==> src/rtl/pss_pkg.sv <==
package pss_pkg;
  typedef enum logic {
    RATIO_SHORT = 1'b0,
    RATIO_LONG  = 1'b1
  } ratio_e;
endpackage

==> src/rtl/pss_pulse_watch.sv <==
// Watches the sync input on rising edges: finds sample edges and the sleep run.
module pss_pulse_watch #(
  parameter int SLEEP_EDGES = 64  // must be at least 2
) (
  input  logic clk,
  input  logic rst,
  input  logic pulse,
  output logic fall_now,
  output logic strobe,
  output logic asleep
);
  localparam int HC_W = $clog2(SLEEP_EDGES);
  localparam logic [HC_W-1:0] HC_LAST = HC_W'(SLEEP_EDGES - 1);

  logic            prev_q;
  logic [HC_W-1:0] hi_cnt;

  // Sample edge: first rising edge low after a high one.
  assign fall_now = prev_q & ~pulse;

  always_ff @(posedge clk) begin
    if (rst) begin
      prev_q <= 1'b0;
      strobe <= 1'b0;
      hi_cnt <= '0;
      asleep <= 1'b0;
    end else begin
      prev_q <= pulse;
      strobe <= fall_now;
      if (pulse) begin
        if (!asleep) begin
          if (hi_cnt == HC_LAST) asleep <= 1'b1;
          else                   hi_cnt <= hi_cnt + HC_W'(1);
        end
      end else begin
        hi_cnt <= '0;
        asleep <= 1'b0;
      end
    end
  end
endmodule

==> src/rtl/pss_pending.sv <==
// Words in flight: each slot counts down its latency on rising edges.
module pss_pending
  import pss_pkg::*;
#(
  parameter int WORD_W    = 12,
  parameter int SLOTS     = 3,
  parameter int LAT_SHORT = 24,
  parameter int LAT_LONG  = 32
) (
  input  logic              clk,
  input  logic              rst,
  input  logic              flush,
  input  logic              alloc,
  input  ratio_e            ratio,
  input  logic              cap,
  input  logic [WORD_W-1:0] cap_word,
  output logic              launch,
  output logic [WORD_W-1:0] launch_word
);
  localparam int LAT_MAX = (LAT_LONG > LAT_SHORT) ? LAT_LONG : LAT_SHORT;
  localparam int CNT_W   = $clog2(LAT_MAX);
  localparam int IDX_W   = (SLOTS > 1) ? $clog2(SLOTS) : 1;
  localparam logic [CNT_W-1:0] LOAD_SHORT = CNT_W'(LAT_SHORT - 1);
  localparam logic [CNT_W-1:0] LOAD_LONG  = CNT_W'(LAT_LONG - 1);
  localparam logic [IDX_W-1:0] IDX_LAST   = IDX_W'(SLOTS - 1);

  logic [SLOTS-1:0]  busy;
  logic [CNT_W-1:0]  cnt  [SLOTS];
  logic [WORD_W-1:0] word [SLOTS];
  logic [IDX_W-1:0]  wr_ptr;
  logic [IDX_W-1:0]  cap_idx;
  logic              hit;
  logic [IDX_W-1:0]  hit_idx;

  // Lowest-index expiring slot wins if two expire together.
  always_comb begin
    hit     = 1'b0;
    hit_idx = '0;
    for (int i = SLOTS - 1; i >= 0; i--) begin
      if (busy[i] && cnt[i] == '0) begin
        hit     = 1'b1;
        hit_idx = IDX_W'(i);
      end
    end
  end

  // Word storage: plain write port, read on launch, no reset.
  always_ff @(posedge clk) begin
    if (cap) word[cap_idx] <= cap_word;
    if (hit) launch_word <= word[hit_idx];
  end

  always_ff @(posedge clk) begin
    if (rst || flush) begin
      busy    <= '0;
      wr_ptr  <= '0;
      cap_idx <= '0;
      launch  <= 1'b0;
    end else begin
      launch <= hit;
      for (int i = 0; i < SLOTS; i++) begin
        if (busy[i]) begin
          if (cnt[i] == '0) busy[i] <= 1'b0;
          else              cnt[i]  <= cnt[i] - CNT_W'(1);
        end
      end
      if (alloc) begin
        busy[wr_ptr] <= 1'b1;
        cnt[wr_ptr]  <= (ratio == RATIO_LONG) ? LOAD_LONG : LOAD_SHORT;
        cap_idx      <= wr_ptr;
        wr_ptr       <= (wr_ptr == IDX_LAST) ? '0 : wr_ptr + IDX_W'(1);
      end
    end
  end
endmodule

==> src/rtl/pss_shift_out.sv <==
// Falling-edge serializer: loads on launch, shifts zeros in behind the word.
module pss_shift_out #(
  parameter int WORD_W = 12
) (
  input  logic              clk,
  input  logic              rst,
  input  logic              clear,
  input  logic              load,
  input  logic [WORD_W-1:0] load_word,
  output logic              bit_out
);
  logic [WORD_W-1:0] sr;

  always_ff @(negedge clk) begin
    if (rst || clear) sr <= '0;
    else if (load)    sr <= load_word;
    else              sr <= {sr[WORD_W-2:0], 1'b0};
  end

  assign bit_out = sr[WORD_W-1];
endmodule

==> src/rtl/pixsample_seq.sv <==
module pixsample_seq #(
  parameter int WORD_W       = 12,
  parameter int SHORT_PERIOD = 12,
  parameter int LONG_PERIOD  = 16,
  parameter int PIPE_PERIODS = 2,
  parameter int SLEEP_EDGES  = 64
) (
  input  logic              clk,
  input  logic              rst,
  input  logic              sync_pulse,
  input  logic              long_ratio,
  input  logic [WORD_W-1:0] conv_word,
  output logic              sample_strobe,
  output logic              ser_data,
  output logic              ser_oe,
  output logic              sleep
);
  localparam int LAT_SHORT = SHORT_PERIOD * PIPE_PERIODS;
  localparam int LAT_LONG  = LONG_PERIOD * PIPE_PERIODS;
  localparam int SLOTS     = PIPE_PERIODS + 1;

  logic              fall_now;
  logic              asleep;
  logic              launch;
  logic [WORD_W-1:0] launch_word;

  pss_pulse_watch #(.SLEEP_EDGES(SLEEP_EDGES)) u_watch (
    .clk     (clk),
    .rst     (rst),
    .pulse   (sync_pulse),
    .fall_now(fall_now),
    .strobe  (sample_strobe),
    .asleep  (asleep)
  );

  pss_pending #(
    .WORD_W   (WORD_W),
    .SLOTS    (SLOTS),
    .LAT_SHORT(LAT_SHORT),
    .LAT_LONG (LAT_LONG)
  ) u_pending (
    .clk        (clk),
    .rst        (rst),
    .flush      (asleep & sync_pulse),
    .alloc      (fall_now),
    .ratio      (pss_pkg::ratio_e'(long_ratio)),
    .cap        (sample_strobe),
    .cap_word   (conv_word),
    .launch     (launch),
    .launch_word(launch_word)
  );

  pss_shift_out #(.WORD_W(WORD_W)) u_shift (
    .clk      (clk),
    .rst      (rst),
    .clear    (asleep),
    .load     (launch),
    .load_word(launch_word),
    .bit_out  (ser_data)
  );

  assign ser_oe = ~asleep;
  assign sleep  = asleep;
endmodule

==> config.mk <==
export PLATFORM = sky130hd
export DESIGN_NAME = pixsample_seq
export DESIGN_NICKNAME = d
export VERILOG_FILES = /design/src/rtl/pss_pkg.sv /design/src/rtl/pss_pulse_watch.sv /design/src/rtl/pss_pending.sv /design/src/rtl/pss_shift_out.sv /design/src/rtl/pixsample_seq.sv
export SDC_FILE = /design/constraint.sdc
export NUM_CORES = 1
export LEC_CHECK = 0
export BUFFER_PORTS_ARGS = -buffer_cell sky130_fd_sc_hd__buf_4
export CORE_ASPECT_RATIO = 0.75
export CORE_MARGIN = 10
export CORE_UTILIZATION = 45
export CTS_BUF_LIST = sky130_fd_sc_hd__clkbuf_2 sky130_fd_sc_hd__clkbuf_4 sky130_fd_sc_hd__clkbuf_8
export DETAILED_ROUTE_END_ITERATION = 7
export PLACE_DENSITY = 0.66
export SLEW_MARGIN = 20
export SYNTH_ARGS = -nofsm -noshare
export SYNTH_HDL_FRONTEND = slang
export SYNTH_SLANG_ARGS = --single-unit
==> constraint.sdc <==
create_clock -name clk -period 2.7 [get_ports clk]
set_clock_uncertainty 0.2 [all_clocks]
set_input_delay 0 -clock clk [delete_from_list [all_inputs] [get_ports clk]]
set_output_delay 0 -clock clk [all_outputs]
set_load 0.01 [all_outputs]
==> flow_metrics.py, run 1 <==
metrics = {
    "die": {
        "die_area_um2": 12400,
        "num_rows": 28,
        "io_pins": 20,
        "die_h_um": 99.2,
        "die_x_um": 126,
        "start_util": 0.469,
        "core_um2": 8020,
    },
    "run_status": {
        "outcome": "finished, final reports clean",
    },
    "cts": {
        "ctsHtreeMaxLevel": 3,
        "clock_latency_ps": 400,
        "clock_path_buffers": 2,
        "clock-sinks": 92,
        "clk_pin_slew_ps": 80,
        "cts.repair.resized": 0,
        "cts_made_buffers": 9,
        "cts_tree": "done",
        "cts_root_buf": "clkbuf_8",
    },
    "power_and_ir_drop": {
        "power_leakage_nw": 1.86,
        "total_power_mw": 2.73,
        "powerDensity_nw_per_um2": 613,
        "peakVddDrop_uv": 373,
    },
    "final_layout": {
        "antennaDiodeCount": 0,
        "final_nets": 363,
        "drive_gt1_frac": 0.190,
        "area_growth_pct": 18.3,
        "fill_cells": 644,
    },
    "global_routing": {
        "gr-total-overflow": 0,
        "grt_max_degree": 16,
        "antenna_found_initial": 0,
        "grt_pass1_vias": 2272,
        "grt_first_pass_wirelength_mm": 11.0,
        "grt_use_total": 0.110,
    },
    "critical_path": {
        "r2r_end": "u_shift.sr[3]",
        "reg2regPathDepth": 2,
        "critical_path.cell_chain": "dlygate4sd3_1 -> buf_4 -> or2_2 -> nor2_1",
        "critPathTopFamily": "buffers and inverters",
        "max_stage_delay_ps": 540,
        "criticalPathCategory": "input pin to flip-flop",
        "worst-path-max-fanout": 12,
        "worstPathRequired_ps": 1460,
        "reg2reg_slack_ps": 230,
        "end_kind": "flip-flop",
        "path_buf_inv": 2,
        "crit_arrival_ps": 1250,
        "critPathSlowestCell": "dlygate4sd3_1",
        "timing.rr.start": "u_watch.asleep",
        "start_kind": "input pin",
    },
    "timing": {
        "rsz0062_at_grt": "false",
        "whs_ps": 177,
        "hold_viol_final": 0,
        "setup_viol": 0,
        "finalMaxSlewViolations": 0,
        "setup_tns_ps": 0,
        "slew_headroom": 0.536,
        "worst_slew_pin_slew_ps": 696,
    },
    "worst_hold_path": {
        "hold_depth": 2,
        "hold_path_class": "input pin to flip-flop",
        "min_to": "u_pending.word[0][7]",
        "min_from": "conv_word[7]",
    },
    "placed_design": {
        "place_congestion": 0.738,
        "port_buffers": 19,
        "dp.final_hpwl_mm": 4.58,
    },
    "routing": {
        "wirelength_mm": 6.84,
        "wl_per_cell_um": 15.1,
        "num_vias": 2235,
        "drc": 0,
        "viasPerCell": 4.94,
        "drt-initial-drc-count": 95,
        "drtPass1Iterations": 4,
        "postRouteAntennaNets": 0,
    },
    "yosys": {
        "ys_warn_count": 0,
        "synthFlopType": "edfxtp_1",
        "synth_mux_area_frac": 0.0819,
        "yosysTopAreaCell": "edfxtp_1",
        "synth_top_family_by_area": "simple AND/OR/NAND/NOR gates",
        "synth-simple-area-share": 0.148,
        "synth_xor_xnor_area_share": 0.0303,
        "syn_avg_cell_area_um2": 13.1,
        "synth_nets": 308,
        "yosysSeqAreaShare": 0.626,
        "synth_edf_count": 51,
        "synthTopCellsByCount": "edfxtp_1 (51), dfxtp_1 (41), mux2i_1 (27), nand2_1 (27), nor2_1 (27)",
        "synth-compound-area-share": 0.0672,
        "synth_fa_ha_area_frac": 0.0166,
        "synth-seq-cells": 92,
        "synth.most_common_cell": "edfxtp_1",
        "synth_cell_types": 44,
        "synth_top_area_share": 0.407,
        "yosys-top-cells-area": "edfxtp_1 (41%), dfxtp_1 (22%), mux2i_1 (7.2%)",
        "syn_area_um2": 3760,
        "netlist_instances": 287,
        "async_flop_share": 0,
    },
    "job": {
        "drv_cap": 0,
    },
}
## logic make-up after synthesis
group / Yosys count
and+or+nand+nor: 101
buffers and inverters: 23
muxes: 30
DFF: 92
xor gates and xnor gates: 13
adders and majority gates: 5
AOI/OAI and AO/OA: 23
## flip-flops by register name, indices dropped and copies added, names as in the netlist
name and flops:
u_pending.launch_word 12, u_watch.strobe 1, u_shift.sr 12, u_watch.prev_q 1, u_watch.asleep 1, u_pending.cap_idx 2
u_pending.launch 1, u_watch.hi_cnt 6, u_pending.busy 3, u_pending.word 36, u_pending.cnt 15, u_pending.wr_ptr 2
## worst max path at each step
stage                   startpoint        endpoint  slack, ps  cells after the start
finish                         rst   u_shift.sr[3]        220                      4
global route        u_watch.asleep   u_shift.sr[3]        150                      2
global placement    u_watch.asleep   u_shift.sr[6]        280                      2
detailed placement  u_watch.asleep   u_shift.sr[3]        230                      2
floorplan           u_watch.asleep  u_shift.sr[11]          7                      4
CTS                 u_watch.asleep   u_shift.sr[3]        210                      2
## metrics by stage
stage                util  instances  area, µm²  setup WS [ps]
detailed placement  0.505        409       4050            234
global placement    0.505        409       4050            283
floorplan               -        287       3760           6.83
finish              0.555        452       4450            215
global route        0.555        452       4450            151
CTS                 0.555        452       4450            212
## cells in the final DEF (no fill, tap or decap), types with 2 or more instances in the layout
master | netlist | final
edfxtp_1 | 51 | 51
dfxtp_1 | 41 | 41
buf_4 | 0 | 28
mux2i_1 | 27 | 27
nor2_1 | 27 | 27
nand2_1 | 27 | 27
inv_1 | 11 | 22
dlygate4sd3_1 | 0 | 16
and3_1 | 13 | 13
o2bb2ai_2 | 10 | 10
xnor2_1 | 9 | 9
clkbuf_8 | 0 | 9
nand4_1 | 6 | 6
ha_1 | 5 | 5
nor3_1 | 4 | 4
xor2_1 | 4 | 4
nand3_1 | 4 | 4
nand2b_1 | 3 | 3
nand3b_1 | 3 | 3
o211ai_1 | 3 | 3
a21oi_1 | 2 | 2
nand3_2 | 2 | 2
mux2_2 | 2 | 2
o2bb2ai_1 | 2 | 2
clkbuf_4 | 1 | 2
## layout make-up
cell class	instances	area (µm²)	share of cell area
Sequential cell	92	2350	0.529
Multi-Input combinational cell	172	1300	0.292
Timing Repair Buffer	45	390	0.0877
Clock buffer	11	139	0.0312
Tap cell	105	131	0.0295
Clock inverter	17	100	0.0225
Inverter	10	37.5	0.00844
## power breakdown
part / switching, mW / leakage (nW) / internal [mW]
logic: 0.0891 / 0.904 / 0.0984
clock network: 0.508 / 0.162 / 0.471
registers: 0.0383 / 0.795 / 1.52
total: 0.635 / 1.86 / 2.09
## routing by layer
metal | routed length, µm | vias to the layer above | global-route usage
met5 | 0 | - | 0
met4 | 30 | 0 | 0.0239
met3 | 206 | 4 | 0.0387
met2 | 3200 | 32 | 0.176
met1 | 3400 | 1058 | 0.140
li1 | - | 1141 | -
## what timing repair did
action / 4_1_cts / 5_1_grt
setup buffers: 0 / 0
hold buffers: 16 / 0
endpoints found under the hold margin: 58 / 0
setup endpoints to repair: 0 / 0
Power figures use the tool's default switching activity.
==> run 2: changes to the inputs <==
--- a/config.mk
+++ b/config.mk
@@ -15,4 +15,5 @@
 export SLEW_MARGIN = 20
 export SYNTH_ARGS = -nofsm -noshare
 export SYNTH_HDL_FRONTEND = slang
+export SYNTH_HIERARCHICAL = 1
 export SYNTH_SLANG_ARGS = --single-unit
==> run 2 against run 1 <==
Net effect:
- first-iteration DRC count increased by 14%
- power up 0.73%
- non-clock buffer count rose by 2
- synthesized cell count increased by 2.8%
- register-to-register slack about the same
- critical path depth fell by 2
- hold slack worse by 1.4 ps
- utilization grew 0.44 points
- combinational power rose by 2%
- count of clock-buffer cells in the layout decreased by 2
- design area increased by 1.2%
- critical endpoint is now u_shift/sr[6]
- largest power group unchanged
==> flow_metrics.py, run 2 <==
metrics = {
    "run_status": {
        "outcome": "finished, final reports clean",
    },
    "critical_path": {
        "r2r_end": "u_shift/sr[6]",
        "reg2regPathDepth": 2,
        "end_kind": "flip-flop",
        "worst-path-max-fanout": 12,
        "start_kind": "flip-flop",
        "crit_arrival_ps": 1190,
        "reg2reg_slack_ps": 220,
        "max_stage_delay_ps": 380,
        "critical_path.cell_chain": "or2_1 -> nor2_1",
        "cp-endpoint": "u_shift/sr[6]",
        "timing.rr.start": "u_watch/asleep",
        "worstPathRequired_ps": 1400,
        "criticalPathCategory": "flip-flop to flip-flop",
        "crit_start": "u_watch/asleep",
        "critPathSlowestCell": "or2_1",
    },
    "yosys": {
        "synth_nets": 315,
        "synth_mux_area_frac": 0.0719,
        "yosysSeqAreaShare": 0.620,
        "synthTopCellsByCount": "edfxtp_1 (51), dfxtp_1 (41), nand2_1 (32)",
        "synth_cell_types": 50,
        "yosysTopAreaCell": "edfxtp_1",
        "synth_xor_xnor_area_share": 0.0185,
        "syn_avg_cell_area_um2": 12.9,
        "synth-compound-area-share": 0.0782,
        "yosys-top-cells-area": "edfxtp_1 (40%), dfxtp_1 (22%), mux2i_1 (6.6%)",
        "synth_top_family_by_area": "simple AND/OR/NAND/NOR gates",
        "synth-simple-area-share": 0.168,
        "synthFlopType": "edfxtp_1",
        "synth.most_common_cell": "edfxtp_1",
        "synth_top_area_share": 0.404,
        "netlist_instances": 295,
        "synth_edf_count": 51,
        "ys_warn_count": 6,
        "syn_area_um2": 3790,
        "synth_fa_ha_area_frac": 0.0132,
        "synth-seq-cells": 92,
        "async_flop_share": 0,
    },
    "timing": {
        "rsz0062_at_grt": "false",
        "setup_viol": 0,
        "slew_headroom": 0.510,
        "setup_tns_ps": 0,
        "finalMaxSlewViolations": 0,
        "whs_ps": 175,
        "hold_viol_final": 0,
        "worst_slew_pin_slew_ps": 734,
    },
    "routing": {
        "drt-initial-drc-count": 108,
        "drtPass1Iterations": 6,
        "wl_per_cell_um": 14.7,
        "wirelength_mm": 6.83,
        "drc": 0,
        "postRouteAntennaNets": 0,
        "viasPerCell": 5.05,
        "num_vias": 2349,
    },
    "job": {
        "drv_cap": 0,
    },
    "power_and_ir_drop": {
        "power_leakage_nw": 1.83,
        "powerDensity_nw_per_um2": 610,
        "peakVddDrop_uv": 414,
    },
    "die": {
        "core_um2": 8060,
        "io_pins": 20,
        "die_area_um2": 12500,
        "start_util": 0.470,
        "die_x_um": 126,
        "die_h_um": 99.5,
        "num_rows": 28,
    },
    "final_layout": {
        "top_regs": "u_pending/word: 36 flops, u_pending/cnt: 15 flops",
        "final_cell_mix": "edfxtp_1 (51), dfxtp_1 (41), nand2_1 (32), buf_4 (30), mux2i_1 (25)",
        "design_area_um2": 4500,
        "final_nets": 375,
        "utilization": 0.559,
        "drive_gt1_frac": 0.192,
        "largest_register_ffs": 36,
        "layout.cells.non_filler": 465,
        "area_growth_pct": 18.8,
        "final_common_cell": "edfxtp_1",
        "top_register": "u_pending/word",
        "antennaDiodeCount": 0,
    },
    "cts": {
        "post-cts-setup-buffers": 0,
        "ctsHoldBuffers": 16,
        "cts_made_buffers": 9,
        "cts_tree": "done",
        "cts_root_buf": "clkbuf_8",
        "ctsHtreeMaxLevel": 3,
        "clk_pin_slew_ps": 90,
        "cts.repair.resized": 0,
        "clock-sinks": 92,
        "clock_latency_ps": 400,
        "clock_path_buffers": 2,
    },
    "placed_design": {
        "port_buffers": 19,
        "placedCellCount": 422,
        "place_area_um2": 4100,
        "place_congestion": 0.792,
        "dp.final_hpwl_mm": 4.59,
    },
    "global_routing": {
        "grt_first_pass_wirelength_mm": 11.4,
        "antenna_found_initial": 0,
        "grt_use_total": 0.112,
        "grt_max_degree": 18,
        "gr-total-overflow": 0,
        "grt_pass1_vias": 2326,
    },
    "worst_hold_path": {
        "hold_path_class": "input pin to flip-flop",
    },
}
run 2: cell types whose count changed after synthesis, sizes merged, moves of 3 or more:
| cell | delta |
|---|---|
| buf | -4 |
| nand2 | +5 |
| nand2b | +3 |
| nand3 | +3 |
| nor2 | -7 |
| nor2b | +3 |
| xnor2 | -5 |
run 2: layout make-up:
cell class                 instances  area (µm²)
multi-input combinational        183        1330
clock buffer                       9         124
tap                              105         131
sequential                        92        2350
inverter                          10        37.5
timing repair buffer              47         405
clock inverter                    19         123
fill                             666        3550
run 2: worst min path at each step:
stage | startpoint | endpoint | cells past startpoint
2_1_floorplan | conv_word[0] | u_pending/word[0][0] | 0
3_3_place_gp | conv_word[6] | u_pending/word[2][6] | 1
3_5_place_dp | conv_word[6] | u_pending/word[2][6] | 1
4_1_cts | conv_word[0] | u_pending/word[2][0] | 2
5_1_grt | conv_word[9] | u_pending/word[2][9] | 2
6_report | conv_word[3] | u_pending/word[0][3] | 2
run 2: layer usage:
metal	vias to the layer above	global-route usage	wire (µm)
met4	0	0.0472	95
met2	36	0.169	3130
li1	1194	-	-
met3	7	0.0350	251
met1	1112	0.145	3350
met5	-	0	0
run 2: where the power goes:
group | leakage [nW] | internal (mW) | switching, mW
registers | 0.795 | 1.52 | 0.0370
logic | 0.866 | 0.0996 | 0.0917
clock network | 0.166 | 0.463 | 0.534
run 2: kinds of logic (layout without fill, tap and decap cells):
family / after synthesis / count (layout)
multiplexers: 27 / 27
AO/OA/AOI/OAI: 29 / 29
XOR/XNOR: 8 / 8
buffers and inverters: 20 / 85
flip-flops: 92 / 92
adder cells (fa/ha/maj): 4 / 4
AND/OR/NAND/NOR: 115 / 115
run 2: per-stage QoR:
step                      total power, mW  setup slack, ps
final                                2.75              217
after detailed placement             1.79              226
after global routing                 2.88              142
after global placement               1.78              268
after CTS                            2.78              218
after floorplan                      1.73              226
run 2: worst max-delay path, delay by kind of cell, from the launching register on:
kind / cells / cell delay (ps)
simple gates: 2 / 480
flops: 1 / 340
